==> config.mk <==
export PLATFORM = sky130hd
export DESIGN_NAME = mains_timebase
export DESIGN_NICKNAME = d
export VERILOG_FILES = /design/src/rtl/mtb_pkg.sv /design/src/rtl/mtb_phase_cls.sv /design/src/rtl/mtb_err_track.sv /design/src/rtl/mtb_loop_ctr.sv /design/src/rtl/mtb_sec_div.sv /design/src/rtl/mains_timebase.sv
export SDC_FILE = /design/constraint.sdc
export NUM_CORES = 1
export LEC_CHECK = 0
export BUFFER_PORTS_ARGS = -buffer_cell sky130_fd_sc_hd__buf_4
export CORE_ASPECT_RATIO = 0.5
export CORE_MARGIN = 4
export CORE_UTILIZATION = 25
export CTS_BUF_LIST = sky130_fd_sc_hd__clkbuf_4 sky130_fd_sc_hd__clkbuf_8
export DETAILED_ROUTE_END_ITERATION = 12
export MAX_ROUTING_LAYER = met4
export PLACE_DENSITY = 0.47
export SLEW_MARGIN = 25
export SYNTH_ARGS = -nofsm -noshare
export SYNTH_HDL_FRONTEND = slang
export SYNTH_SLANG_ARGS = --single-unit
==> constraint.sdc <==
create_clock -name clk_i -period 16.2 [get_ports clk_i]
set_clock_uncertainty 0.15 [all_clocks]
set_input_delay 4.05 -clock clk_i [delete_from_list [all_inputs] [get_ports clk_i]]
set_output_delay 4.05 -clock clk_i [all_outputs]
set_load 0.01 [all_outputs]
==> src/rtl/mtb_pkg.sv <==
package mtb_pkg;
  typedef enum logic [2:0] {
    WIN_VERY_EARLY,
    WIN_EARLY,
    WIN_ON,
    WIN_LATE,
    WIN_VERY_LATE
  } win_e;

  function automatic logic signed [2:0] win_step(win_e w);
    case (w)
      WIN_VERY_EARLY: win_step = -3'sd3;
      WIN_EARLY:      win_step = -3'sd1;
      WIN_LATE:       win_step = 3'sd1;
      WIN_VERY_LATE:  win_step = 3'sd3;
      default:        win_step = 3'sd0;
    endcase
  endfunction
endpackage

==> src/rtl/mtb_phase_cls.sv <==
module mtb_phase_cls
  import mtb_pkg::*;
#(
  parameter int CW        = 12,
  parameter int ON_BAND   = 2,
  parameter int NEAR_BAND = 10
) (
  input  logic [CW-1:0] cnt_i,
  input  logic [CW-1:0] period_i,
  output win_e          win_o
);
  localparam logic [CW-1:0] ON_B   = CW'(ON_BAND);
  localparam logic [CW-1:0] NEAR_B = CW'(NEAR_BAND);

  logic [CW-1:0] half;
  logic [CW-1:0] mag;
  logic          late;

  always_comb begin
    half = period_i >> 1;
    late = cnt_i < half;
    mag  = late ? cnt_i : period_i - cnt_i;
    if (mag <= ON_B)        win_o = WIN_ON;
    else if (mag <= NEAR_B) win_o = late ? WIN_LATE : WIN_EARLY;
    else                    win_o = late ? WIN_VERY_LATE : WIN_VERY_EARLY;
  end
endmodule

==> src/rtl/mtb_err_track.sv <==
module mtb_err_track
  import mtb_pkg::*;
#(
  parameter int CW         = 12,
  parameter int ACC_W      = 8,
  parameter int FRQ_W      = 6,
  parameter int THRESH     = 10,
  parameter int DILUTE     = 4,
  parameter int PERIOD_NOM = 200,
  parameter int PERIOD_MIN = 180,
  parameter int PERIOD_MAX = 220
) (
  input  logic                    clk_i,
  input  logic                    rst_ni,
  input  logic                    edge_i,
  input  win_e                    win_i,
  output logic                    adv_o,
  output logic                    ret_o,
  output logic signed [ACC_W-1:0] phase_acc_o,
  output logic signed [FRQ_W-1:0] freq_acc_o,
  output logic        [CW-1:0]    period_o
);
  localparam logic signed [ACC_W-1:0] THR_P   = ACC_W'(THRESH);
  localparam logic signed [ACC_W-1:0] THR_N   = -THR_P;
  localparam logic signed [FRQ_W-1:0] DIL_P   = FRQ_W'(DILUTE);
  localparam logic signed [FRQ_W-1:0] DIL_N   = -DIL_P;
  localparam logic signed [FRQ_W-1:0] FRQ_ONE = FRQ_W'(1);
  localparam logic [CW-1:0] P_NOM = CW'(PERIOD_NOM);
  localparam logic [CW-1:0] P_MIN = CW'(PERIOD_MIN);
  localparam logic [CW-1:0] P_MAX = CW'(PERIOD_MAX);

  logic signed [ACC_W-1:0] acc_q, acc_sum;
  logic signed [FRQ_W-1:0] frq_q, frq_sum;
  logic        [CW-1:0]    per_q;
  logic signed [2:0]       step;
  logic                    grow, shrink;

  always_comb begin
    step    = win_step(win_i);
    acc_sum = acc_q + $signed({{(ACC_W-3){step[2]}}, step});
    ret_o   = edge_i && (acc_sum >= THR_P);
    adv_o   = edge_i && (acc_sum <= THR_N);
    frq_sum = ret_o ? frq_q + FRQ_ONE : frq_q - FRQ_ONE;
    grow    = ret_o && (frq_sum > DIL_P);
    shrink  = adv_o && (frq_sum < DIL_N);
  end

  always_ff @(posedge clk_i or negedge rst_ni) begin
    if (!rst_ni) begin
      acc_q <= '0;
      frq_q <= '0;
      per_q <= P_NOM;
    end else if (edge_i) begin
      if (ret_o || adv_o) begin
        acc_q <= '0;
        if (grow || shrink) begin
          frq_q <= '0;
          if (grow && per_q < P_MAX)   per_q <= per_q + 1'b1;
          if (shrink && per_q > P_MIN) per_q <= per_q - 1'b1;
        end else begin
          frq_q <= frq_sum;
        end
      end else begin
        acc_q <= acc_sum;
      end
    end
  end

  assign phase_acc_o = acc_q;
  assign freq_acc_o  = frq_q;
  assign period_o    = per_q;
endmodule

==> src/rtl/mtb_loop_ctr.sv <==
module mtb_loop_ctr #(
  parameter int CW = 12
) (
  input  logic          clk_i,
  input  logic          rst_ni,
  input  logic          tick_i,
  input  logic [CW-1:0] period_i,
  input  logic          adv_i,
  input  logic          ret_i,
  output logic [CW-1:0] cnt_o,
  output logic          roll_o
);
  logic [CW-1:0] cnt_q;
  logic          adv_pend_q, ret_pend_q;
  logic [CW:0]   sum, diff;
  logic          wrap;

  always_comb begin
    sum    = {1'b0, cnt_q} + (CW+1)'(1) + {{CW{1'b0}}, adv_pend_q};
    diff   = sum - {1'b0, period_i};
    wrap   = sum >= {1'b0, period_i};
    roll_o = tick_i && !ret_pend_q && wrap;
  end

  always_ff @(posedge clk_i or negedge rst_ni) begin
    if (!rst_ni) begin
      cnt_q      <= '0;
      adv_pend_q <= 1'b0;
      ret_pend_q <= 1'b0;
    end else begin
      if (tick_i && !ret_pend_q) cnt_q <= wrap ? diff[CW-1:0] : sum[CW-1:0];
      // a nudge raised now waits for the next tick
      if (adv_i)       adv_pend_q <= 1'b1;
      else if (tick_i) adv_pend_q <= 1'b0;
      if (ret_i)       ret_pend_q <= 1'b1;
      else if (tick_i) ret_pend_q <= 1'b0;
    end
  end

  assign cnt_o = cnt_q;
endmodule

==> src/rtl/mtb_sec_div.sv <==
module mtb_sec_div #(
  parameter int CYC_LO = 50,
  parameter int CYC_HI = 60
) (
  input  logic clk_i,
  input  logic rst_ni,
  input  logic roll_i,
  input  logic sel60_i,
  output logic pulse_o
);
  localparam int DW = $clog2(CYC_HI);
  localparam logic [DW-1:0] LAST_LO = DW'(CYC_LO - 1);
  localparam logic [DW-1:0] LAST_HI = DW'(CYC_HI - 1);

  logic [DW-1:0] div_q;
  logic          last;

  assign last = div_q >= (sel60_i ? LAST_HI : LAST_LO);

  always_ff @(posedge clk_i or negedge rst_ni) begin
    if (!rst_ni) begin
      div_q   <= '0;
      pulse_o <= 1'b0;
    end else begin
      pulse_o <= roll_i && last;
      if (roll_i) div_q <= last ? '0 : div_q + 1'b1;
    end
  end
endmodule

==> src/rtl/mains_timebase.sv <==
module mains_timebase #(
  parameter int CW         = 12,
  parameter int PERIOD_NOM = 200,
  parameter int PERIOD_MIN = 180,
  parameter int PERIOD_MAX = 220,
  parameter int ON_BAND    = 2,
  parameter int NEAR_BAND  = 10,
  parameter int THRESH     = 10,
  parameter int DILUTE     = 4,
  parameter int CYC_LO     = 50,
  parameter int CYC_HI     = 60,
  parameter int ACC_W      = 8,
  parameter int FRQ_W      = 6
) (
  input  logic             clk_i,
  input  logic             rst_ni,
  input  logic             tick_i,
  input  logic             edge_i,
  input  logic             sel60_i,
  output logic             pulse_o,
  output logic [CW-1:0]    loop_cnt_o,
  output logic [ACC_W-1:0] phase_acc_o,
  output logic [FRQ_W-1:0] freq_acc_o,
  output logic [CW-1:0]    period_o
);
  mtb_pkg::win_e           win;
  logic                    adv, ret, roll;
  logic signed [ACC_W-1:0] acc_s;
  logic signed [FRQ_W-1:0] frq_s;

  mtb_phase_cls #(.CW(CW), .ON_BAND(ON_BAND), .NEAR_BAND(NEAR_BAND)) u_cls (
    .cnt_i(loop_cnt_o), .period_i(period_o), .win_o(win)
  );

  mtb_err_track #(
    .CW(CW), .ACC_W(ACC_W), .FRQ_W(FRQ_W), .THRESH(THRESH), .DILUTE(DILUTE),
    .PERIOD_NOM(PERIOD_NOM), .PERIOD_MIN(PERIOD_MIN), .PERIOD_MAX(PERIOD_MAX)
  ) u_trk (
    .clk_i(clk_i), .rst_ni(rst_ni), .edge_i(edge_i), .win_i(win),
    .adv_o(adv), .ret_o(ret), .phase_acc_o(acc_s), .freq_acc_o(frq_s),
    .period_o(period_o)
  );

  mtb_loop_ctr #(.CW(CW)) u_loop (
    .clk_i(clk_i), .rst_ni(rst_ni), .tick_i(tick_i), .period_i(period_o),
    .adv_i(adv), .ret_i(ret), .cnt_o(loop_cnt_o), .roll_o(roll)
  );

  mtb_sec_div #(.CYC_LO(CYC_LO), .CYC_HI(CYC_HI)) u_div (
    .clk_i(clk_i), .rst_ni(rst_ni), .roll_i(roll), .sel60_i(sel60_i),
    .pulse_o(pulse_o)
  );

  assign phase_acc_o = acc_s;
  assign freq_acc_o  = frq_s;
endmodule

==> reports/qor.yml, run 1 <==
status:
  status: "completed"
yosys:
  syn_nets: 650
  avgSynthCellArea_um2: 8.575
  async_flop_share_pct: 100.0
  synth_cell_type_count: 68
  ys.flop_type: "dfrtp_1"
  netlist_area_um2: 4965
  netlist_instances: 579
  yosys_register_bits: 47
  ys.warnings.count: 0
  synth_seq_area_share_pct: 23.77
  synth_edf_count: 0
setup_path:
  critPathMaxFanout: 13
  ff2ff_path_depth: 39
  start_kind: "register"
  startpoint: "u_trk.period_o[0]$_DFFE_PN0P_"
  required_ns: 16.25
  r2r_slack_ns: 5.81
  crit_path_top_delay_cell: "a211oi_4"
  reg2reg_from: "u_trk.period_o[0]$_DFFE_PN0P_"
  slowest_delay_ns: 0.58
  reg2reg_to: "u_trk.period_o[11]$_DFFE_PN0P_"
  crit_arrival_ns: 10.45
  path_class: "register to register"
  cp_num_buf_inv: 2
  crit_family: "compound AO/OA/AOI/OAI gates"
  cp-end-kind: "register"
  crit_end: "u_trk.period_o[11]$_DFFE_PN0P_"
  cp.depth: 39
timing:
  report.final.slew_viol_count: 0
  relSlewSlack_pct: 49.69
  finalSetupTns_ns: 0
  finalCritPeriodShare_pct: 64.16
  fmax_ghz: 0.09621
  finalWorstSetupSlack_ns: 5.806
  finalCriticalPeriod_ns: 10.39
  tightest_slew_ns: 0.7496
  hold_viol: 0
  setup_violations: 0
  rsz0062_at_grt: "false"
routing:
  drtAntennaViolNets: 0
  vias: 4404
  vias_per_cell: 4.971
  first_pass_iters: 4
  wl_per_cell_um: 16.16
  drc: 0
  wirelength_um: 14320
  drt-initial-drc-count: 159
final_layout:
  seqCellArea_um2: 1180
  postLayoutCoreUtil_pct: 29.19
  n_antenna_cell: 0
  drive_gt1_share_pct: 11.13
  syn2layout_area_growth_pct: 14.42
  final_nets: 691
  multi_input_area_um2: 3566
  stdcell_area_um2: 5680
  fill_cells: 2091
global_routing:
  grt_pass1_vias: 4397
  antenna_found_initial: 0
  grt_usage_pct: 13.23
  grt_pass1_wl_um: 23490
  grt_max_degree: 48
  gr-total-overflow: 0
clock_tree:
  cts_hold_buf: 0
  cts_buffer_depth: 2
  cts_tree: "done"
  cts_buffers: 5
  clkTransAtPathRegs_ns: 0.11
  root_buffer: "clkbuf_8"
  post_cts_buffers: 0
  clock_sinks: 47
  worstSkewPairLatency_ns: 0.32
  cts.htree.levels: 2
  cts_resized: 0
placement:
  placed_cell_area_um2: 5593
  io_buffers: 43
  dpl.hpwl_um: 11460
  gp_congestion: 0.8620
  place_ws_ns: 5.785
floorplanning:
  io_pins: 44
  initial_core_util_pct: 25.51
  die_x_um: 207.3
  die_h_um: 107.6
  coreArea_um2: 19460
  die_area_um2: 22310
  rows: 36
job:
  drv_cap: 0
min_path:
  whs_path_depth: 1
  worst_hold_path_type: "register to register"
stage by stage:
stage	hold slack, ns	instances
global route	0.3923	886
finish	0.3485	886
detailed placement	0.3411	879
floorplan	0.2974	579
global placement	0.3158	879
CTS	0.3582	886
cell usage in the layout, fill, tap and decap left out, types with 4 or more instances in the layout:
cell type	count
xnor2_1	33
nor2b_1	15
nor4_1	7
o21a_1	7
a21o_1	15
buf_4	46
a31oi_1	6
o21bai_1	6
a22o_1	11
nand4b_1	4
nand2b_1	9
a21oi_1	35
nand2_1	36
clkbuf_8	6
a211oi_1	4
o211ai_1	6
nor2_1	26
o311ai_0	4
a211o_1	4
nand4_1	9
ha_1	61
inv_1	45
o31ai_1	5
xor2_1	10
mux2i_1	17
o21ai_0	42
nand3_1	18
dfrtp_1	44
a21boi_0	4
and2_1	9
nor3_1	12
fa_1	5
and3_1	5
o41ai_1	4
state kept, by name, indices dropped and copies added (netlist names):
| signal | flops |
|---|---|
| u_div.div_q | 6 |
| u_div.pulse_o | 1 |
| u_loop.adv_pend_q | 1 |
| u_loop.cnt_o | 12 |
| u_loop.ret_pend_q | 1 |
| u_trk.freq_acc_o | 6 |
| u_trk.period_o | 12 |
| u_trk.phase_acc_o | 8 |
metal layers:
metal  vias to the layer above  track usage, %  routed length (µm)
met2                        74           21.76                6645
met5                         -               -                   0
met4                         0           2.782                 193
met3                        16           2.416                 525
li1                       2218               -                   -
met1                      2096           17.30                6956
area by class of cell:
| cell class | instances | area share (%) |
|---|---|---|
| clock buffer | 6 | 1.454 |
| clock inverter | 1 | 0.08811 |
| inverter | 45 | 2.974 |
| multi-input combinational | 475 | 62.78 |
| sequential | 47 | 20.77 |
| tap | 266 | 5.859 |
| timing repair buffer | 46 | 6.079 |
worst reg2reg max path, delay by kind of cell, from the launching register on:
kind / cells / cell delay [ns]
mux: 1 / 0.07
flops: 1 / 0.50
xor+xnor: 2 / 0.44
fa+ha+maj: 5 / 1.52
buf+inv: 2 / 0.45
simple gates: 8 / 2.07
compound gates: 21 / 5.08
Yosys cell counts, types with 5 or more instances:
cell type   n  area (µm²)
inv_1      45       168.9
mux2i_1    17       170.2
nor2_1     26       97.59
and2_1      9       56.30
fa_1        5       100.1
a21o_1     15       112.6
and3_1      5       31.28
a21oi_1    35       175.2
a22o_1     11       96.34
o21bai_1    6       45.04
nor2b_1    15       93.84
ha_1       61       763.2
a31oi_1     6       37.54
nor4_1      7       43.79
xor2_1     10       87.58
o211ai_1    6       45.04
clkbuf_1   10       37.54
xnor2_1    33       289.0
o31ai_1     5       37.54
nand2_1    36       135.1
o21a_1      7       52.55
nand4_1     9       56.30
nand2b_1    9       56.30
o21ai_0    43       215.2
nand3_1    18       90.09
nor3_1     12       60.06
dfrtp_1    44        1101
worst min path at each step:
stage	from	to	slack [ns]
2_1_floorplan	u_div.div_q[5]$_DFFE_PN0P_	u_div.div_q[5]$_DFFE_PN0P_	0.30
3_3_place_gp	u_div.div_q[5]$_DFFE_PN0P_	u_div.div_q[5]$_DFFE_PN0P_	0.32
3_5_place_dp	u_div.div_q[5]$_DFFE_PN0P_	u_div.div_q[5]$_DFFE_PN0P_	0.34
4_1_cts	u_div.div_q[5]$_DFFE_PN0P_	u_div.div_q[5]$_DFFE_PN0P_	0.36
5_1_grt	u_div.div_q[5]$_DFFE_PN0P_	u_div.div_q[5]$_DFFE_PN0P_	0.39
6_report	u_div.div_q[5]$_DFFE_PN0P_	u_div.div_q[5]$_DFFE_PN0P_	0.35
logic make-up (layout without fill, tap and decap cells):
logic type	Yosys count	count (layout)	synth area share, %
buffers and inverters	57	98	4.410
muxes	23	23	4.939
AOI/OAI and AO/OA	175	175	24.12
xor gates and xnor gates	43	43	7.586
DFF	47	47	23.77
adders and majority gates	66	66	17.39
and+or+nand+nor	168	168	17.79
Power of run 1 is not shown: default switching activity piles up to over one toggle a cycle in this logic, so the estimate is an artifact.
==> run 2: changes to the inputs <==
==> constraint.sdc (replaced) <==
create_clock -name clk_i -period 10.11 [get_ports clk_i]
set_clock_uncertainty 0.15 [all_clocks]
set_input_delay 2.5275 -clock clk_i [delete_from_list [all_inputs] [get_ports clk_i]]
set_output_delay 2.5275 -clock clk_i [all_outputs]
set_load 0.01 [all_outputs]
==> run 2 against run 1 <==
Cell count up 1.6%; sequential share of layout area down 0.57 points; clock-buffer cell count unchanged; non-clock buffer count up 13; die area unchanged; via count up 1.9%; register-to-register slack worse by 5.0 ns; first-iteration DRC count up 0.63%; critical endpoint unchanged.
==> reports/qor.yml, run 2 (synthesized netlist as in run 1, its figures left out) <==
routing:
  drt-initial-drc-count: 160  # +0.63%
  vias_per_cell: 4.987  # +0.32%
  wirelength_um: 14830  # +3.6%
  wl_per_cell_um: 16.48  # +2.0%
  vias: 4488  # +1.9%
  drtAntennaViolNets: 0  # unchanged
  drc: 0  # unchanged
  first_pass_iters: 4  # unchanged
final_layout:
  final_cell_mix: "ha_1 (61), buf_4 (59), inv_1 (44), dfrtp_1 (44), o21ai_0 (42)"
  multi_input_area_um2: 3598  # +0.91%
  fill_cells: 2117  # +1.2%
  postLayoutCoreUtil_pct: 30.02  # +0.82 points
  n_antenna_cell: 0  # unchanged
  syn2layout_area_growth_pct: 17.64
  final_cells: 900  # +1.6%
  seqCellArea_um2: 1180  # unchanged
  final_nets: 704  # +1.9%
  drive_gt1_share_pct: 13.88  # +2.8 points
  layout_commonest_cell: "ha_1"
min_path:
  min-delay-start: "u_div.div_q[5]$_DFFE_PN0P_"
  whs_path_depth: 1  # unchanged
  worst_hold_path_type: "register to register"
timing:
  finalCritPeriodShare_pct: 92.04  # +28 points
  hold_viol: 0  # unchanged
  tightest_slew_ns: 0.8014  # +0.05183 ns
  finalSetupTns_ns: 0  # unchanged
  finalCriticalPeriod_ns: 9.305  # -1.089 ns
  setup_violations: 0  # unchanged
  rsz0062_at_grt: "false"
  report.final.slew_viol_count: 0  # unchanged
  hold-worst-slack_ns: 0.3320  # -0.01649 ns
  fmax_ghz: 0.1075  # +12%
  relSlewSlack_pct: 46.21  # -3.5 points
clock_tree:
  cts_buffer_depth: 2  # unchanged
  clock_sinks: 47  # unchanged
  cts.htree.levels: 2  # unchanged
  cts_tree: "done"
  worstSkewPairLatency_ns: 0.33  # about the same
  root_buffer: "clkbuf_8"
  cts_buffers: 5  # unchanged
  clkTransAtPathRegs_ns: 0.10  # about the same
floorplanning:
  die_area_um2: 22310  # unchanged
  die_h_um: 107.6  # unchanged
  io_pins: 44  # unchanged
  initial_core_util_pct: 25.51  # unchanged
  die_x_um: 207.3  # unchanged
  rows: 36  # unchanged
  coreArea_um2: 19460  # unchanged
setup_path:
  crit_end: "u_trk.period_o[11]$_DFFE_PN0P_"
  reg2reg_to: "u_trk.period_o[11]$_DFFE_PN0P_"
  path_class: "register to register"
  cp-end-kind: "register"
  crit_arrival_ns: 9.40  # -1.05 ns
  slowest_delay_ns: 0.50  # -0.08 ns
  startpoint: "u_trk.period_o[0]$_DFFE_PN0P_"
  critPathMaxFanout: 10  # -3
  ff2ff_path_depth: 39  # unchanged
  reg2reg_from: "u_trk.period_o[0]$_DFFE_PN0P_"
  start_kind: "register"
  required_ns: 10.21  # -6.04 ns
  crit_path_top_delay_cell: "or4_1"
  r2r_slack_ns: 0.80  # -5.00 ns
status:
  status: "completed"
global_routing:
  grt_pass1_vias: 4364  # -0.75%
  grt_usage_pct: 13.65  # +0.42 points
  grt_max_degree: 48  # unchanged
  gr-total-overflow: 0  # unchanged
  antenna_found_initial: 0  # unchanged
  grt_pass1_wl_um: 24050  # +2.4%
placement:
  gp_congestion: 0.8992  # +4.3%
  dpl.hpwl_um: 11810  # +3.0%
  post-place-cells: 892  # +1.5%
  io_buffers: 43  # unchanged
job:
  drv_cap: 0  # unchanged
-- run 2: repair_timing --
| item | in CTS | in global routing |
|---|---|---|
| setup buffers | 0 | 0 |
| hold buffers | 0 | 0 |
| endpoints found under the setup margin | 0 | 6 |
| resized for setup | 0 | 7 |
-- run 2: worst min path at each step --
stage                                 end  slack (ns)
2_1_floorplan  u_div.div_q[5]$_DFFE_PN0P_        0.30
3_3_place_gp   u_div.div_q[5]$_DFFE_PN0P_        0.32
5_1_grt        u_div.div_q[5]$_DFFE_PN0P_        0.38
4_1_cts        u_div.div_q[5]$_DFFE_PN0P_        0.34
6_report       u_div.div_q[5]$_DFFE_PN0P_        0.33
3_5_place_dp   u_div.div_q[5]$_DFFE_PN0P_        0.32
-- run 2: cell type report --
type | instances | area share [%]
Multi-Input combinational cell | 475 | 61.61
Clock buffer | 6 | 1.414
Sequential cell | 47 | 20.20
Clock inverter | 2 | 0.5998
Tap cell | 266 | 5.698
Inverter | 45 | 2.892
Timing Repair Buffer | 59 | 7.584
-- run 2: metrics by stage --
stage / instance area [µm²] / setup WS [ns]
2_1_floorplan: 4965 / 0.9814
3_3_place_gp: 5690 / 0.4991
3_5_place_dp: 5690 / 0.1878
4_1_cts: 5808 / 0.1720
5_1_grt: 5841 / 0.01168
6_report: 5841 / 0.8047
-- run 2: routing by layer --
layer / up-vias / track usage, % / routed length, µm
li1: 2250 / - / -
met1: 2169 / 18.46 / 7364
met2: 59 / 22.34 / 6866
met3: 10 / 2.009 / 478
met4: 0 / 2.216 / 123
met5: - / - / 0
-- run 2: worst max-delay path: cells and delay by family (launching register included) --
family | cells | cell delay [ns]
AOI/OAI and AO/OA | 20 | 3.97
buffers and inverters | 2 | 0.31
xor gates and xnor gates | 2 | 0.30
and+or+nand+nor | 9 | 2.36
adders and majority gates | 5 | 1.48
muxes | 1 | 0.17
DFF | 1 | 0.48
Power of run 2 is left out for the same reason.
